File: config.mk
export PLATFORM = sky130hd
export DESIGN_NAME = bbpd_vote_enc
export DESIGN_NICKNAME = d
export VERILOG_FILES = /design/src/rtl/bbpd_vote_pkg.sv /design/src/rtl/bbpd_vote_ctrl.sv /design/src/rtl/bbpd_lane.sv /design/src/rtl/bbpd_vote_dp.sv /design/src/rtl/bbpd_vote_enc.sv
export SDC_FILE = /design/constraint.sdc
export NUM_CORES = 1
export LEC_CHECK = 0
export BUFFER_PORTS_ARGS = -buffer_cell sky130_fd_sc_hd__buf_2
export CORE_MARGIN = 2
export CORE_UTILIZATION = 40
export DETAILED_ROUTE_END_ITERATION = 12
export PLACE_DENSITY = 0.6
export SLEW_MARGIN = 20
export SYNTH_ARGS = -nofsm -noshare
export SYNTH_HDL_FRONTEND = slang
export SYNTH_SLANG_ARGS = --single-unit
File: constraint.sdc
create_clock -name clk -period 2.89 [get_ports clk]
set_clock_uncertainty 0.2 [all_clocks]
set_input_delay 0.4335 -clock clk [delete_from_list [all_inputs] [get_ports clk]]
set_output_delay 0.4335 -clock clk [all_outputs]
set_load 0.03 [all_outputs]
File: src/rtl/bbpd_vote_pkg.sv
package bbpd_vote_pkg;
  // strobes passed from the control to the datapath
  typedef struct packed {
    logic capture;  // latch the incoming word as the held word
    logic emit;     // evaluate the held word and publish a vote
  } voteCtrl_t;
endpackage

File: src/rtl/bbpd_vote_ctrl.sv
module bbpd_vote_ctrl
  import bbpd_vote_pkg::*;
(
  input  logic      clk,
  input  logic      rst,
  input  logic      wordValid,
  output voteCtrl_t ctrl
);
  logic heldValid;

  always_ff @(posedge clk) begin
    if (rst)            heldValid <= 1'b0;
    else if (wordValid) heldValid <= 1'b1;
  end

  always_comb begin
    ctrl.capture = wordValid;
    ctrl.emit    = wordValid & heldValid;
  end
endmodule

File: src/rtl/bbpd_lane.sv
module bbpd_lane (
  input  logic dPrev,
  input  logic pMid,
  input  logic dNext,
  output logic early,
  output logic late
);
  logic edgeSeen;

  always_comb begin
    edgeSeen = dPrev ^ dNext;
    early    = edgeSeen & ~(dPrev ^ pMid);
    late     = edgeSeen & ~(pMid ^ dNext);
  end
endmodule

File: src/rtl/bbpd_vote_dp.sv
module bbpd_vote_dp
  import bbpd_vote_pkg::*;
#(
  parameter int LANES = 4,
  parameter int CNT_W = $clog2(LANES + 1)
) (
  input  logic             clk,
  input  logic             rst,
  input  voteCtrl_t        ctrl,
  input  logic [LANES-1:0] dataWord,
  input  logic [LANES-1:0] phaseWord,
  output logic [CNT_W:0]   vote,
  output logic             voteValid
);
  logic [LANES-1:0] heldData;
  logic [LANES-1:0] heldPhase;
  logic [LANES:0]   dataExt;
  logic [LANES-1:0] earlyBits;
  logic [LANES-1:0] lateBits;
  logic [CNT_W-1:0] earlyCnt;
  logic [CNT_W-1:0] lateCnt;
  logic [CNT_W:0]   voteNext;

  always_comb dataExt = {dataWord[0], heldData};

  for (genvar g = 0; g < LANES; g++) begin : g_lane
    bbpd_lane u_lane (
      .dPrev (dataExt[g]),
      .pMid  (heldPhase[g]),
      .dNext (dataExt[g+1]),
      .early (earlyBits[g]),
      .late  (lateBits[g])
    );
  end

  always_comb begin
    earlyCnt = '0;
    lateCnt  = '0;
    for (int i = 0; i < LANES; i++) begin
      earlyCnt = earlyCnt + {{(CNT_W-1){1'b0}}, earlyBits[i]};
      lateCnt  = lateCnt  + {{(CNT_W-1){1'b0}}, lateBits[i]};
    end
    if (earlyCnt >= lateCnt) voteNext = {1'b0, earlyCnt - lateCnt};
    else                     voteNext = {1'b1, lateCnt - earlyCnt};
  end

  always_ff @(posedge clk) begin
    if (rst) begin
      heldData  <= '0;
      heldPhase <= '0;
      vote      <= '0;
      voteValid <= 1'b0;
    end else begin
      voteValid <= ctrl.emit;
      if (ctrl.emit)    vote <= voteNext;
      if (ctrl.capture) begin
        heldData  <= dataWord;
        heldPhase <= phaseWord;
      end
    end
  end
endmodule

File: src/rtl/bbpd_vote_enc.sv
module bbpd_vote_enc
  import bbpd_vote_pkg::*;
#(
  parameter int LANES = 4,
  localparam int CNT_W = $clog2(LANES + 1)
) (
  input  logic             clk,
  input  logic             rst,
  input  logic             wordValid,
  input  logic [LANES-1:0] dataWord,
  input  logic [LANES-1:0] phaseWord,
  output logic [CNT_W:0]   vote,
  output logic             voteValid
);
  voteCtrl_t ctrl;

  bbpd_vote_ctrl u_ctrl (
    .clk       (clk),
    .rst       (rst),
    .wordValid (wordValid),
    .ctrl      (ctrl)
  );

  bbpd_vote_dp #(.LANES(LANES), .CNT_W(CNT_W)) u_dp (
    .clk       (clk),
    .rst       (rst),
    .ctrl      (ctrl),
    .dataWord  (dataWord),
    .phaseWord (phaseWord),
    .vote      (vote),
    .voteValid (voteValid)
  );
endmodule

==> metrics.md <==
| Metric | Value |
|---|---|
| DR pass1 iterations | 4 |
| Largest net degree at the start of global routing | 15 |
| Crit Path Class | flop to flop |
| Gpl congestion | 0.7445 |
| Reg-to-reg setup timing slack | between 20 and 30 ps |
| RSZ-0062 raised after global routing | yes |
| Endpoints failing setup | 0 |
| Die Y-Extent | slightly above 50 µm |
| DRT Wirelength | about 1.7 mm |
| Dpl cells | between 150 and 200 |
| Sequential fraction of the synthesis area | between 30% and 40% |
| Delay-heaviest family, CP | adder cells |
| Share of cells above drive strength 1 | between 30% and 40% |
| Drt first-iter violations | 7 |
| Gr ovfl total | 0 |
| Skew-Pair Late Insertion Delay | about 270 ps |
| Dpl hpwl | between 1 and 1.5 mm |
| Switch Pwr | between 0.00015 and 0.0002 W |
| Routed WL per cell | approximately 11 µm |
| FP Rows | 17 |
| DR vias | 750 |
| CP Max Fanout | 5 |
| Mapped Area | just over 900 µm² |
| Setup WS post-layout | 25.80 ps |
| Slew headroom | about four fifths |
| Syn avg cell area | 8.688 µm² |
| CTS sink count | 14 |
| Worst reg2reg path depth | 12 |
| IO Pins | 16 |
| Initial core utilization | between 40% and 50% |
| PD cells | between 400 and 500 nW/µm² |
| # DRC | 0 |
| Crit-path max cell delay | about 500 ps |
| Core area | 2191 µm² |
| WP buf/inv | 3 |
| Min-delay src | phaseWord[2] |
| Port buffer count | 15 |
| Worst vdd ir | just over 300 µV |
| Fin crit period | around 2900 ps |
| Ant. Diodes | 0 |
| Setup crit start kind | flop |
| CTS tree | done |
| # nets final | ~150 |
| First-pass GRT wire length | around 3 mm |
| Slowest CP cell | fa_1 |
| All-Layer GR Usage | 15.44% |
| Clk Tree Root Cell | clkbuf_4 |
| Clock power share | a little under a fifth |
| Vias in the first global route | around 750 |
| LEAKAGE | 0.5181 nW |
| Combinational share of power | a little over two fifths |
| Final hold viol count | 0 |
| Placed Area | 1060 µm² |
| WP data required | 2900 ps |
| Worst R2R Start | u_dp.heldData[1] |
| Post-DR vias/cell | about 4.8 |
| Critical path cell sequence | buf_4 > nand2_1 > o21ai_1 > ha_1 > inv_1 > fa_1 > inv_1 > ha_1 > nand2b_4 > a211oi_4 > mux2_4 > o22ai_2 |
| Crit path DAT | ~2900 ps |
| Post-Synthesis Cells | between 100 and 150 |
| FMAX | 349.1 MHz |
| Die area | roughly 2700 µm² |
| Crit share post-route | between 90 and 100% |
| Htree depth | 1 |
| WHS Endpoint | u_dp.heldPhase[2] |
| Hold Crit Depth | 3 |
| FF+latch count, synth | 14 |
| Worst Max-Slew Pin Slew | around 290 ps |
| Internal Pwr Total | 0.0003780 W |
| HP Class | input pin to flop |
| CTS buffer count | 3 |
| Status | finished, final reports clean |
| Reg-to-Reg End | u_dp.vote[2] |
| Antenna violations before repair | 0 |
| Area growth syn-to-layout | 23.64% |
| Sw Ratio | 32.64% |
| Critical path endpoint category | flop |
| Max-slew violations | 0 |
| Distinct cells, synth | 22 |
| Most frequent cells in the layout | nor2_1, buf_2, mux2i_1, dfxtp_1 |
| Fin area | between 1000 and 1500 µm² |
| Clock slew at reported path FFs | about 80 ps |
| CTS Buffer Depth | 2 |
| Max Cap Viol | 0 |
| Post-Route Setup TNS | 0 ps |
| Part of the power in registers | around two fifths |
| Fin util | 51.97% |
| YS warnings | 0 |
| Non-filler cells, final | around 160 |
| Die X | a little over 50 µm |
| Most common cell after layout, fill and taps aside | nor2_1 |
| Mapped Nets | approximately 130 |
| Antenna violation net count after detailed routing | 0 |
| Pre-CTS setup slack | -93.17 ps |
-- layout make-up --
| cell class | count | area [µm²] |
|---|---|---|
| fill | 222 | 1052 |
| sequential | 14 | 286.5 |
| multi-input combinational | 78 | 636.9 |
| inverter | 12 | 45.04 |
| clock buffer | 3 | 22.52 |
| timing repair buffer | 20 | 112.6 |
| tap | 28 | 35.03 |
-- worst max path at each step --
stage,startpoint,end,slack (ps),cells past startpoint
5_1_grt,u_dp.heldData[1],u_dp.vote[2],-100,12
6_report,u_dp.heldData[1],u_dp.vote[2],30,12
3_5_place_dp,u_dp.heldData[1],u_dp.vote[2],-90,12
2_1_floorplan,u_dp.heldData[1],u_dp.vote[2],50,12
4_1_cts,u_dp.heldData[1],u_dp.vote[2],5,12
3_3_place_gp,u_dp.heldData[1],u_dp.vote[2],5,11
-- state kept, by name, indices dropped and copies added, names as in the netlist --
register / cells
u_dp.voteValid: 1
u_dp.heldPhase: 4
u_dp.heldData: 4
u_ctrl.heldValid: 1
u_dp.vote: 4
-- Yosys cell counts (all sizes together) --
cell type	number	area [µm²]
a211oi	2	25.02
a21o	1	7.510
a21oi	9	45.04
a31oi	1	12.51
buf	1	5.000
clkbuf	1	3.750
dfxtp	14	280.3
fa	4	80.08
ha	8	100.1
inv	12	45.04
mux2	1	15.01
mux2i	11	110.1
nand2	10	37.54
nand2b	4	32.53
nand3	1	5.000
nor2	20	75.07
nor2b	1	6.260
nor3	1	5.000
nor3b	1	7.510
o21ai	2	10.01
o22ai	1	12.51
-- cells by family after synthesis --
group / after synthesis / share of synthesized area, %
simple gates: 38 / 18.34
compound gates: 16 / 12.23
mux: 12 / 13.59
fa+ha+maj: 12 / 19.57
buf+inv: 14 / 5.841
flops: 14 / 30.43
-- metal layers --
metal / global-route usage [%] / vias up / part of all wire, %
met5: 0 / - / 0
met4: 2.632 / 0 / 0.75
met3: 5.172 / 2 / 3.9
met2: 28.90 / 14 / 54
met1: 16.79 / 340 / 41
li1: - / 394 / -
-- power groups by stage --
stage          clock network [W]  logic [W]  registers [W]
5_1_grt                 0.000120   0.000264       0.000220
2_1_floorplan                  0   0.000144       0.000231
3_5_place_dp                   0   0.000216       0.000222
6_report                0.000107   0.000238       0.000217
3_3_place_gp                   0   0.000213       0.000221
4_1_cts                 0.000112   0.000225       0.000217
-- tightest hold or removal path, stage by stage --
cell and delay (ps):
buf_2 70, mux2i_1 50, nor2_1 70
-- what timing repair did --
| item | CTS | global route |
|---|---|---|
| endpoints found under the setup margin | 1 | 3 |
| hold buffers | 0 | 0 |
| gates resized for setup | 5 | 8 |
| buffers inserted | 0 | 0 |
| pin swaps | 2 | 1 |
-- through the flow --
stage	hold WS [ps]	power, W
finish	198.1	0.0005612
global route	193.8	0.0006042
global placement	244.1	0.0004335
detailed placement	250.9	0.0004378
floorplan	272.6	0.0003750
CTS	189.1	0.0005543
No activity file was read; power rests on OpenSTA's default activity.
